--- src/rtl/lcd_seq_pkg.sv ---
`timescale 1ns/1ps
package lcd_seq_pkg;

  typedef enum logic [1:0] {
    LVL_GND  = 2'd0,
    LVL_LOW  = 2'd1,
    LVL_HIGH = 2'd2,
    LVL_SUP  = 2'd3
  } lvl_e;

  // Level for a common line: scanned lines swing to an extreme,
  // idle lines sit on the rail nearest the opposite extreme.
  function automatic lvl_e common_level(logic scanned, logic neg, logic half);
    lvl_e r;
    if (scanned)   r = neg ? LVL_GND : LVL_SUP;
    else if (half) r = LVL_LOW;
    else           r = neg ? LVL_HIGH : LVL_LOW;
    return r;
  endfunction

  // Level for a segment line relative to the scanned common.
  function automatic lvl_e segment_level(logic lit, logic neg, logic half);
    lvl_e r;
    if (lit)       r = neg ? LVL_SUP : LVL_GND;
    else if (half) r = LVL_LOW;
    else           r = neg ? LVL_LOW : LVL_HIGH;
    return r;
  endfunction

endpackage

--- src/rtl/lcd_scan_timer.sv ---
`timescale 1ns/1ps
module lcd_scan_timer #(
  parameter int NUM_COM    = 3,
  parameter int SLOT_TICKS = 64
) (
  input  logic               clk,
  input  logic               rst_n,
  input  logic               osc_tick,
  input  logic               hold_clear,
  output logic [NUM_COM-1:0] slot_oh,
  output logic               neg_half
);
  localparam int TICK_W = (SLOT_TICKS > 1) ? $clog2(SLOT_TICKS) : 1;
  localparam int SLOT_W = (NUM_COM > 1) ? $clog2(NUM_COM) : 1;
  localparam logic [TICK_W-1:0] TICK_LAST = TICK_W'(SLOT_TICKS - 1);
  localparam logic [SLOT_W-1:0] SLOT_LAST = SLOT_W'(NUM_COM - 1);

  logic [TICK_W-1:0] tick_q;
  logic [SLOT_W-1:0] slot_q;
  logic              neg_q;

  always_ff @(posedge clk or negedge rst_n) begin
    if (!rst_n) begin
      tick_q <= '0;
      slot_q <= '0;
      neg_q  <= 1'b0;
    end else if (hold_clear) begin
      tick_q <= '0;
      slot_q <= '0;
      neg_q  <= 1'b0;
    end else if (osc_tick) begin
      if (tick_q == TICK_LAST) begin
        tick_q <= '0;
        if (slot_q == SLOT_LAST) begin
          slot_q <= '0;
          neg_q  <= ~neg_q;
        end else begin
          slot_q <= slot_q + 1'b1;
        end
      end else begin
        tick_q <= tick_q + 1'b1;
      end
    end
  end

  for (genvar k = 0; k < NUM_COM; k++) begin : g_oh
    assign slot_oh[k] = (slot_q == SLOT_W'(k));
  end

  assign neg_half = neg_q;
endmodule

--- src/rtl/lcd_com_driver.sv ---
`timescale 1ns/1ps
module lcd_com_driver
  import lcd_seq_pkg::*;
#(
  parameter int NUM_COM = 3
) (
  input  logic                 quiet,
  input  logic                 bias_half,
  input  logic                 neg_half,
  input  logic [NUM_COM-1:0]   slot_oh,
  output logic [2*NUM_COM-1:0] com_lvl
);
  for (genvar k = 0; k < NUM_COM; k++) begin : g_com
    lvl_e lvl;
    always_comb begin
      if (quiet) lvl = LVL_GND;
      else       lvl = common_level(slot_oh[k], neg_half, bias_half);
    end
    assign com_lvl[2*k +: 2] = lvl;
  end
endmodule

--- src/rtl/lcd_seg_driver.sv ---
`timescale 1ns/1ps
module lcd_seg_driver
  import lcd_seq_pkg::*;
#(
  parameter int NUM_COM = 3,
  parameter int NUM_SEG = 32
) (
  input  logic                       quiet,
  input  logic                       blank,
  input  logic                       bias_half,
  input  logic                       neg_half,
  input  logic [NUM_COM-1:0]         slot_oh,
  input  logic [NUM_COM*NUM_SEG-1:0] image,
  output logic [2*NUM_SEG-1:0]       seg_lvl
);
  for (genvar s = 0; s < NUM_SEG; s++) begin : g_seg
    logic [NUM_COM-1:0] column;
    logic               lit;
    lvl_e               lvl;
    assign column = image[s*NUM_COM +: NUM_COM];
    assign lit    = (|(column & slot_oh)) & ~blank;
    always_comb begin
      if (quiet) lvl = LVL_GND;
      else       lvl = segment_level(lit, neg_half, bias_half);
    end
    assign seg_lvl[2*s +: 2] = lvl;
  end
endmodule

--- src/rtl/lcd_mux_sequencer.sv ---
`timescale 1ns/1ps
module lcd_mux_sequencer #(
  parameter int NUM_COM    = 3,
  parameter int NUM_SEG    = 32,
  parameter int SLOT_TICKS = 64
) (
  input  logic                       clk,
  input  logic                       rst_n,
  input  logic                       osc_tick,
  input  logic [NUM_COM*NUM_SEG-1:0] image,
  input  logic                       bias_half,
  input  logic                       blank,
  input  logic                       low_power,
  output logic [2*NUM_COM-1:0]       com_lvl,
  output logic [2*NUM_SEG-1:0]       seg_lvl
);
  logic [NUM_COM-1:0] slot_oh;
  logic               neg_half;

  lcd_scan_timer #(.NUM_COM(NUM_COM), .SLOT_TICKS(SLOT_TICKS)) u_timer (
    .clk       (clk),
    .rst_n     (rst_n),
    .osc_tick  (osc_tick),
    .hold_clear(low_power),
    .slot_oh   (slot_oh),
    .neg_half  (neg_half)
  );

  lcd_com_driver #(.NUM_COM(NUM_COM)) u_com (
    .quiet    (low_power),
    .bias_half(bias_half),
    .neg_half (neg_half),
    .slot_oh  (slot_oh),
    .com_lvl  (com_lvl)
  );

  lcd_seg_driver #(.NUM_COM(NUM_COM), .NUM_SEG(NUM_SEG)) u_seg (
    .quiet    (low_power),
    .blank    (blank),
    .bias_half(bias_half),
    .neg_half (neg_half),
    .slot_oh  (slot_oh),
    .image    (image),
    .seg_lvl  (seg_lvl)
  );
endmodule

--- config.mk ---
export PLATFORM = sky130hd
export DESIGN_NAME = lcd_mux_sequencer
export DESIGN_NICKNAME = d
export VERILOG_FILES = /design/src/rtl/lcd_seq_pkg.sv /design/src/rtl/lcd_scan_timer.sv /design/src/rtl/lcd_com_driver.sv /design/src/rtl/lcd_seg_driver.sv /design/src/rtl/lcd_mux_sequencer.sv
export SDC_FILE = /design/constraint.sdc
export NUM_CORES = 1
export LEC_CHECK = 0
export ABC_AREA = 1
export BUFFER_PORTS_ARGS = -buffer_cell sky130_fd_sc_hd__buf_2
export CAP_MARGIN = 5
export CELL_PAD_IN_SITES_DETAIL_PLACEMENT = 0
export CELL_PAD_IN_SITES_GLOBAL_PLACEMENT = 2
export CORE_ASPECT_RATIO = 0.9
export CORE_MARGIN = 4
export CORE_UTILIZATION = 19
export CTS_BUF_LIST = sky130_fd_sc_hd__clkbuf_2
export DETAILED_ROUTE_END_ITERATION = 7
export PLACE_DENSITY = 0.92
export SYNTH_ARGS = -nofsm -noshare
export SYNTH_HDL_FRONTEND = slang
export SYNTH_SLANG_ARGS = --single-unit
--- constraint.sdc ---
create_clock -name clk -period 2.2 [get_ports clk]
set_input_delay 0.22 -clock clk [delete_from_list [all_inputs] [get_ports clk]]
set_output_delay 0.22 -clock clk [all_outputs]
set_load 0.02 [all_outputs]
# Word level (Yosys, flattened, before mapping)
# Cells that the tools add are included.
# word_totals
register_bits,9
input_bits,102
# classes
n_bitwise,66
reduce_logical,38
mux,87
n_eq_ne,3
add_sub_neg,2
# ops
cell,count
$mux W2,80
$and A3 B3 Y3,32
$reduce_or A3 Y1,32
$and A1 B1 Y1,32
$mux W6,3
$add A6 B1 Y6 const B,1
$eq A6 B6 Y1 const B,1
$reduce_bool A2 Y1,3
$mux W1,4
$reduce_and A3 Y1,1
$add A2 B1 Y2 const B,1
$eq A2 B1 Y1 const B,1
$eq A2 B2 Y1 const B,1
$logic_not A2 Y1,1
$not A1 Y1,2
$reduce_and A2 Y1,1

# Depth between registers and ports, before layout
# Gate-level depths: netlist of run 1.
# logic_depth
word_depth,6
mapped_depth,8
ltp_nobuf,8

# Cells and area by module
# From an unflattened synthesis of run 1, not the netlist that was laid out.
# hier_totals
hier_cells,440
hier_area_um2,2392.3
# modules_own_cells
module,seq_area_each_um2,area_per_inst_um2,cells_per_inst,instances
lcd_seg_driver,0.0,1775.5,352,1
lcd_scan_timer,225.2,539.3,69,1
lcd_com_driver,0.0,77.6,19,1

# Worst setup path before layout of run 1
# Ideal clock, no wire load.
# synth_path
kind,register to output
start,register u_timer.slot_q[1]
end,output seg_lvl[27]
path_stages_with_launch,8
arrival_time_ps,1261
required_ps,1980
setup_slack_ps,719
path_cell_list,dfrtp_1 -> buf_6 -> nor2_8 -> buf_6 -> nand2_1 -> nand3_1 -> a21oi_1 -> nor2_1
# synth_between
elab_chain_len,6
elab_cells_between_ends,8
# synth_lines
item,line_no,source
from (decl),lcd_scan_timer.sv:19,logic [SLOT_W-1:0] slot_q;
from (signal assigned),lcd_scan_timer.sv:38,slot_q <= slot_q + 1'b1;
$eq A2 B1 Y1 (tied with other cells),lcd_scan_timer.sv:47,assign slot_oh[k] = (slot_q == SLOT_W'(k));
$and A3 B3 Y3 (*),lcd_seg_driver.sv:21,assign lit = (|(column & slot_oh)) & ~blank;
$reduce_or A3 Y1 (*),lcd_seg_driver.sv:21,
$and A1 B1 Y1 (*),lcd_seg_driver.sv:21,
$mux W2 (*),lcd_seq_pkg.sv:24,if (lit) r = neg ? LVL_SUP : LVL_GND;
$mux W2 (*),lcd_seg_driver.sv:23,if (quiet) lvl = LVL_GND;
to (decl),lcd_mux_sequencer.sv:15,output logic [2*NUM_SEG-1:0] seg_lvl
# Mark *: on every way between the ends. The rest lies on a longest branch, timed or not.

# Worst setup path after layout of run 1
# layout_path
start,register u_timer.slot_q[0]
end,output seg_lvl[20]
# Same word-level chain as after synthesis.

==> flow_summary_export.csv, run 1 <==
group,metric,value,unit
outcome,status,"finished clean",
critical_path,path_buf_inv,2,
critical_path,crit_family,"flip-flops",
place,post-place-ws,0.235,ns
floorplan,num_io_pins,172,
critical_path,cp.depth,7,
run,cap_violations,0,
global_route,grt_pass1_vias,3081,
timing,max_freq,0.493,GHz
synthesis,synth_area_per_cell,5.38,um^2
clocking,clkLatencyLatePin,0.26,ns
floorplan,num_rows,36,
hold_path,hold_path.class,"in2reg",
detailed_routing,via_count,3416,
cells_and_area,final_common_cell,"buf_2",
clocking,clock_sinks,9,
synthesis,synth_edf_count,0,
synthesis,synthFlopType,"dfrtp_1",
detailed_routing,ant_nets,0,
timing,setup_ws,0.170,ns
floorplan,initial_core_util,19.7,%
synthesis,yosys_warnings,0,
critical_path,critPathLaunchType,"flip-flop",
timing,finalSetupTns,0,ns
floorplan,die_h,109,um
timing,grt_setup_unrepaired,"false",
critical_path,path_cells,"buf_4 > nand3_1 > nand3_1 > nand3_1 > nand2_1 > nor2_1 > buf_2",
critical_path,crit_slowest_cell,"dfrtp_2",
synthesis,syn_inst,401,
critical_path,cp_max_fo,19,
clocking,path_clk_slew,0.10,ns
global_route,grt_first_pass_wirelength,15200,um
cells_and_area,diodes,0,
timing,skew,0.00853,ns
clocking,htree_levels,1,
timing,fin_crit_sh,92.3,%
timing,setup-violations-final,0,
timing,worst_slew_pin_slew,0.484,ns
synthesis,synth_cell_types,25,
synthesis,synth_nets,504,
global_route,grt.overflow.total,0,
synthesis,ys_seq_area_share,10.4,%
critical_path,rr_worst_depth,6,
timing,slew_viol_final,0,
critical_path,rr_endpoint,"u_timer.neg_half$_DFFE_PN0P_",
critical_path,crit_start,"u_timer.slot_q[0]$_DFFE_PN0P_",
place,dp_hpwl,7300,um
critical_path,endpoint_kind,"output port",
synthesis,ys_seq_elements,9,
detailed_routing,drt_iter0_drc,191,
critical_path,regToRegSetupSlack,0.83,ns
power_and_ir_drop,p_per_area,566,mW/mm^2
detailed_routing,finalWirelength,9990,um
floorplan,dieWidth,120,um
critical_path,critPathArrivalTime,1.81,ns
global_route,grt_antenna_before_repair,0,
detailed_routing,drc,0,
critical_path,crit_top_cell,"nand3_1",
synthesis,synthesis.area,0.00216,mm^2
global_route,grt_max_degree,65,
critical_path,r2r-start,"u_timer.slot_q[0]$_DFFE_PN0P_",
clocking,cts_max_path_buffers,2,
floorplan,fp.dieArea,0.0131,mm^2
timing,slew_headroom,67.7,%
timing,hold_viol,0,
critical_path,critical_path_class,"reg2out",
power_and_ir_drop,leakagePower,1.71,nW
global_route,grtUsageTotal,14.1,%
critical_path,max_stage_delay,0.53,ns
cells_and_area,nets,658,
detailed_routing,viasPerCell,4.84,
clocking,root_buffer,"clkbuf_2",
clocking,tritoncts,"yes",
power_and_ir_drop,ir_drop,0.208,mV
cells_and_area,drive_above_1_share,38.1,%
timing,finalCriticalPeriod,2.03,ns
detailed_routing,first_pass_iters,5,
floorplan,core,0.0109,mm^2
critical_path,worstPathRequired,1.98,ns
cells_and_area,area_delta_synth_final,46.0,%
detailed_routing,wl_per_cell,14.2,um
clocking,cts-buffers-inserted,3,
place,place_congestion,0.880,
cells_and_area,mostFrequentLayoutCells,"buf_2 (171), nand3_1 (118), nand2_1 (85), nor2_1 (74), a21oi_1 (37)",
critical_path,worstSetupEndpoint,"seg_lvl[20]",
place,port_buffers,171,
synthesis,async_flop_share,100,%
==> synthesized netlist by cell type, types with 2 or more instances <==
library cell  number  area (um^2)
inv_4              2         12.5
clkbuf_1           7         26.3
dfrtp_1            9          225
nand3_1          118          591
buf_2              8         40.0
inv_1              6         22.5
a21oi_1           37          185
nor2_1            74          278
o21ai_0            7         35.0
nand3_2           15          150
buf_1              5         18.8
buf_4              5         37.5
buf_6             11          124
inv_2              2         7.51
nand2_1           85          319
==> report_power, final <==
part | internal [mW] | switching [mW] | leakage (nW)
combinational | 0.484 | 0.968 | 1.58
clock | 0.0483 | 0.0619 | 0.0166
sequential | 0.181 | 0.0388 | 0.118
==> sequential cells by signal, indices dropped and copies added, names as in the netlist <==
signal            count
u_timer.slot_q        2
u_timer.neg_half      1
u_timer.tick_q        6
==> worst min-delay path: cells and delay by family <==
kind                   cells  cell delay [ns]
and+or+nand+nor            2             0.13
buffers and inverters      1             0.13
==> layout make-up <==
class                   count  area [um^2]
clock buffers               4         20.0
flip-flops and latches      9          230
inverters                  11         56.3
multi-input cells         346         1660
well taps                 152          190
repair buffers            184          997
fillers                  1250         7800
==> per-stage QoR <==
stage               hold slack [ns]  cells  util [%]  cell area [um^2]  power (mW)
floorplan                   -0.0756    401         -              2160        1.22
global placement             0.0869    695      27.8              3040        1.61
detailed placement           0.0897    695      27.8              3040        1.62
CTS                           0.257    704      28.4              3110        1.77
global route                  0.247    706      28.8              3150        1.94
finish                        0.264    706      28.8              3150        1.78
==> metal layers <==
metal | global-route usage [%] | wire [um] | vias up
li1 | - | - | 1661
met1 | 18.4 | 4250 | 1546
met2 | 24.2 | 4580 | 192
met3 | 3.01 | 1030 | 17
met4 | 2.83 | 133 | 0
met5 | 0 | 0 | -
==> kinds of logic (layout without fill, tap and decap cells) <==
logic type,Yosys count,after routing,share of synthesized area (%)
xor gates and xnor gates,2,2,0.812
DFF,9,9,10.4
buffers and inverters,47,199,13.6
and+or+nand+nor,296,297,63.8
adders and majority gates,1,1,0.580
AOI/OAI and AO/OA,46,46,10.8
==> worst min path at each step <==
stage / start / cells after the start / endpoint
after detailed placement: rst_n / 1 / u_timer.tick_q[1]$_DFFE_PN0P_
after CTS: osc_tick / 3 / u_timer.tick_q[1]$_DFFE_PN0P_
final: osc_tick / 3 / u_timer.tick_q[1]$_DFFE_PN0P_
after floorplan: rst_n / 0 / u_timer.neg_half$_DFFE_PN0P_
after global placement: rst_n / 1 / u_timer.tick_q[1]$_DFFE_PN0P_
after global routing: osc_tick / 3 / u_timer.tick_q[1]$_DFFE_PN0P_
==> what timing repair did <==
item                                   4_1_cts  5_1_grt
resized for setup                            2        5
pin swaps                                    2        0
endpoints found under the hold margin        9        0
hold buffers                                 1        0
setup endpoints to repair                    6       52
gates cloned                                 1        0
buffers inserted                             3        2
Note: power is estimated with default switching activity, not from simulation.
==> run 2, diff against run 1 <==
Settings changed: ABC_AREA 1 to 0, GPL_ROUTABILITY_DRIVEN from default to 0, PLACE_DENSITY 0.92 to 0.89.
==> flow_summary_export.csv, run 2 <==
group,metric,value,unit
synthesis,ys_seq_area_share,12.5,%
timing,worst_slew_pin_slew,0.396,ns
detailed_routing,drc,0,
power_and_ir_drop,leakagePower,1.34,nW
power_and_ir_drop,power,0.662,mW
clocking,cts_max_path_buffers,2,
detailed_routing,viasPerCell,4.66,
floorplan,initial_core_util,19.6,%
timing,setup-violations-final,0,
cells_and_area,largest_reg_flops,6,
timing,finalSetupTns,0,ns
cells_and_area,mostFrequentLayoutCells,"buf_2 (171), mux2i_1 (65), o21ai_0 (37), o2bb2ai_1 (31), a21oi_1 (10)",
floorplan,dieWidth,111,um
global_route,grtUsageTotal,11.9,%
floorplan,core,0.00921,mm^2
clocking,path_clk_slew,0.09,ns
floorplan,num_io_pins,172,
global_route,grt_first_pass_wirelength,11200,um
synthesis,synthTopCellsByCount,"mux2i_1 (65), o21ai_0 (37), o2bb2ai_1 (32), clkbuf_1 (16), a21oi_1 (10)",
detailed_routing,first_pass_iters,4,
synthesis,async_flop_share,100,%
timing,finalCriticalPeriod,2.06,ns
timing,grt_setup_unrepaired,"false",
synthesis,synth_nets,325,
floorplan,fp.dieArea,0.0111,mm^2
timing,hold_viol,0,
floorplan,die_h,100,um
cells_and_area,drive_above_1_share,50.8,%
detailed_routing,via_count,2322,
place,dp_hpwl,5760,um
detailed_routing,wl_per_cell,14.9,um
critical_path,worstPathRequired,1.98,ns
synthesis,synth_edf_count,0,
synthesis,synth_top_area_share,36.0,%
clocking,clock_sinks,9,
timing,skew,0.00485,ns
timing,whs,0.351,ns
timing,fin_crit_sh,93.6,%
synthesis,synth_cell_types,25,
timing,slew_headroom,73.6,%
timing,max_freq,0.486,GHz
global_route,grt.overflow.total,0,
global_route,grt_max_degree,65,
detailed_routing,finalWirelength,7430,um
clocking,clkLatencyLatePin,0.23,ns
synthesis,yosys.area.top_type,"mux2i_1",
run,cap_violations,0,
place,port_buffers,171,
synthesis,ys_seq_elements,9,
clocking,post_cts_buffers,0,
synthesis,synthFlopType,"dfrtp_1",
timing,setup_ws,0.142,ns
synthesis,synthTopCellsByArea,"mux2i_1 (36%), o2bb2ai_1 (16%), dfrtp_1 (12%), o21ai_0 (10%), clkbuf_1 (3.3%)",
critical_path,critical_path_class,"reg2out",
synthesis,yosys_warnings,0,
critical_path,endpoint_kind,"output port",
synthesis,synth_area_per_cell,8.13,um^2
global_route,grt_antenna_before_repair,0,
critical_path,cp_max_fo,32,
cells_and_area,area_delta_synth_final,55.3,%
synthesis,synthMostInstantiatedCell,"mux2i_1",
clocking,cts-buffers-inserted,3,
detailed_routing,drt_iter0_drc,54,
floorplan,num_rows,33,
cells_and_area,nFillCells,1029,
clocking,root_buffer,"clkbuf_2",
synthesis,syn_inst,222,
critical_path,critPathLaunchType,"flip-flop",
synthesis,synthesis.area,0.00181,mm^2
clocking,htree_levels,1,
detailed_routing,ant_nets,0,
place,post-place-ws,0.357,ns
cells_and_area,nets,480,
critical_path,critPathArrivalTime,1.84,ns
cells_and_area,diodes,0,
timing,slew_viol_final,0,
clocking,tritoncts,"yes",
power_and_ir_drop,p_per_area,236,mW/mm^2
outcome,status,"finished clean",
global_route,grt_pass1_vias,2292,
hold_path,hold_path.class,"in2reg",
power_and_ir_drop,ir_drop,0.0941,mV
cells_and_area,regMostFlops,"u_timer.tick_q",
cells_and_area,final_common_cell,"buf_2",
[run 2: changes by cell type after synthesis, moves of 9 or more]
cell       before  now
buf_6          11    0
o21ai_0         7   37
mux2i_1         0   65
o2bb2ai_1       0   32
clkbuf_1        7   16
nand3_2        15    0
a21oi_1        37   10
nand2_1        85    4
nor2_1         74    7
nand3_1       118    1
[run 2: logic make-up after synthesis]
| family | count (synthesis) | synth area share, % |
|---|---|---|
| buffers and inverters | 30 | 7.83 |
| AO/OA/AOI/OAI | 81 | 29.4 |
| adder cells (fa/ha/maj) | 1 | 0.693 |
| multiplexers | 69 | 38.5 |
| AND/OR/NAND/NOR | 30 | 10.1 |
| flip-flops | 9 | 12.5 |
| XOR/XNOR | 2 | 0.970 |
[run 2: per-stage QoR]
step           utilization [%]  area [um^2]  std cells
6_report                  30.5         2800        498
5_1_grt                   30.5         2800        498
4_1_cts                   30.3         2790        498
3_5_place_dp              30.0         2760        493
3_3_place_gp              30.0         2760        493
2_1_floorplan                -         1810        222
[run 2: critical path, stage by stage, from the launching register on]
cell and delay, ns:
dfrtp_1 0.45, or2_1 0.24, buf_4 0.25, o2bb2ai_1 0.26, mux2i_1 0.21, buf_2 0.19
[run 2: cell type report]
class	count	area [um^2]	area share, %
clock buffer	4	20.0	0.714
inverter	1	3.75	0.134
multi-input combinational	183	1450	51.9
sequential	9	226	8.08
tap	122	153	5.44
timing repair buffer	179	947	33.8
[run 2: routing by layer]
| layer | vias to the layer above | global-route usage [%] | routed length (um) |
|---|---|---|---|
| met5 | - | 0 | 0 |
| met4 | 0 | 1.61 | 48 |
| met3 | 6 | 2.46 | 537 |
| met2 | 93 | 21.5 | 3730 |
| met1 | 1061 | 15.1 | 3110 |
| li1 | 1162 | - | - |
[run 2: path summary, 6_finish.rpt]
path | from | cells after the start | endpoint | slack [ns]
max in group asynchronous | rst_n | 2 | u_timer.slot_q[0]$_DFFE_PN0P_ | 1.65
min in group asynchronous | rst_n | 2 | u_timer.tick_q[2]$_DFFE_PN0P_ | 0.36
hold / removal | low_power | 2 | u_timer.tick_q[2]$_DFFE_PN0P_ | 0.35
setup / recovery | u_timer.slot_q[1]$_DFFE_PN0P_ | 5 | seg_lvl[43] | 0.14
setup reg to reg | u_timer.tick_q[0]$_DFFE_PN0P_ | 4 | u_timer.neg_half$_DFFE_PN0P_ | 0.71
hold reg to reg | u_timer.tick_q[5]$_DFFE_PN0P_ | 2 | u_timer.tick_q[5]$_DFFE_PN0P_ | 0.61
[run 2: power by group]
| part | total [mW] | switching, mW | internal, mW | leakage (nW) |
|---|---|---|---|---|
| combinational | 0.389 | 0.225 | 0.164 | 1.20 |
| sequential | 0.173 | 0.00482 | 0.168 | 0.123 |
| clock | 0.0999 | 0.0515 | 0.0484 | 0.0166 |
| total | 0.662 | 0.281 | 0.380 | 1.34 |
[run 2: repair_timing]
action,4_1_cts,5_1_grt
hold buffers,1,0
resized for setup,0,2
endpoints found under the hold margin,9,0
setup endpoints to repair,0,11
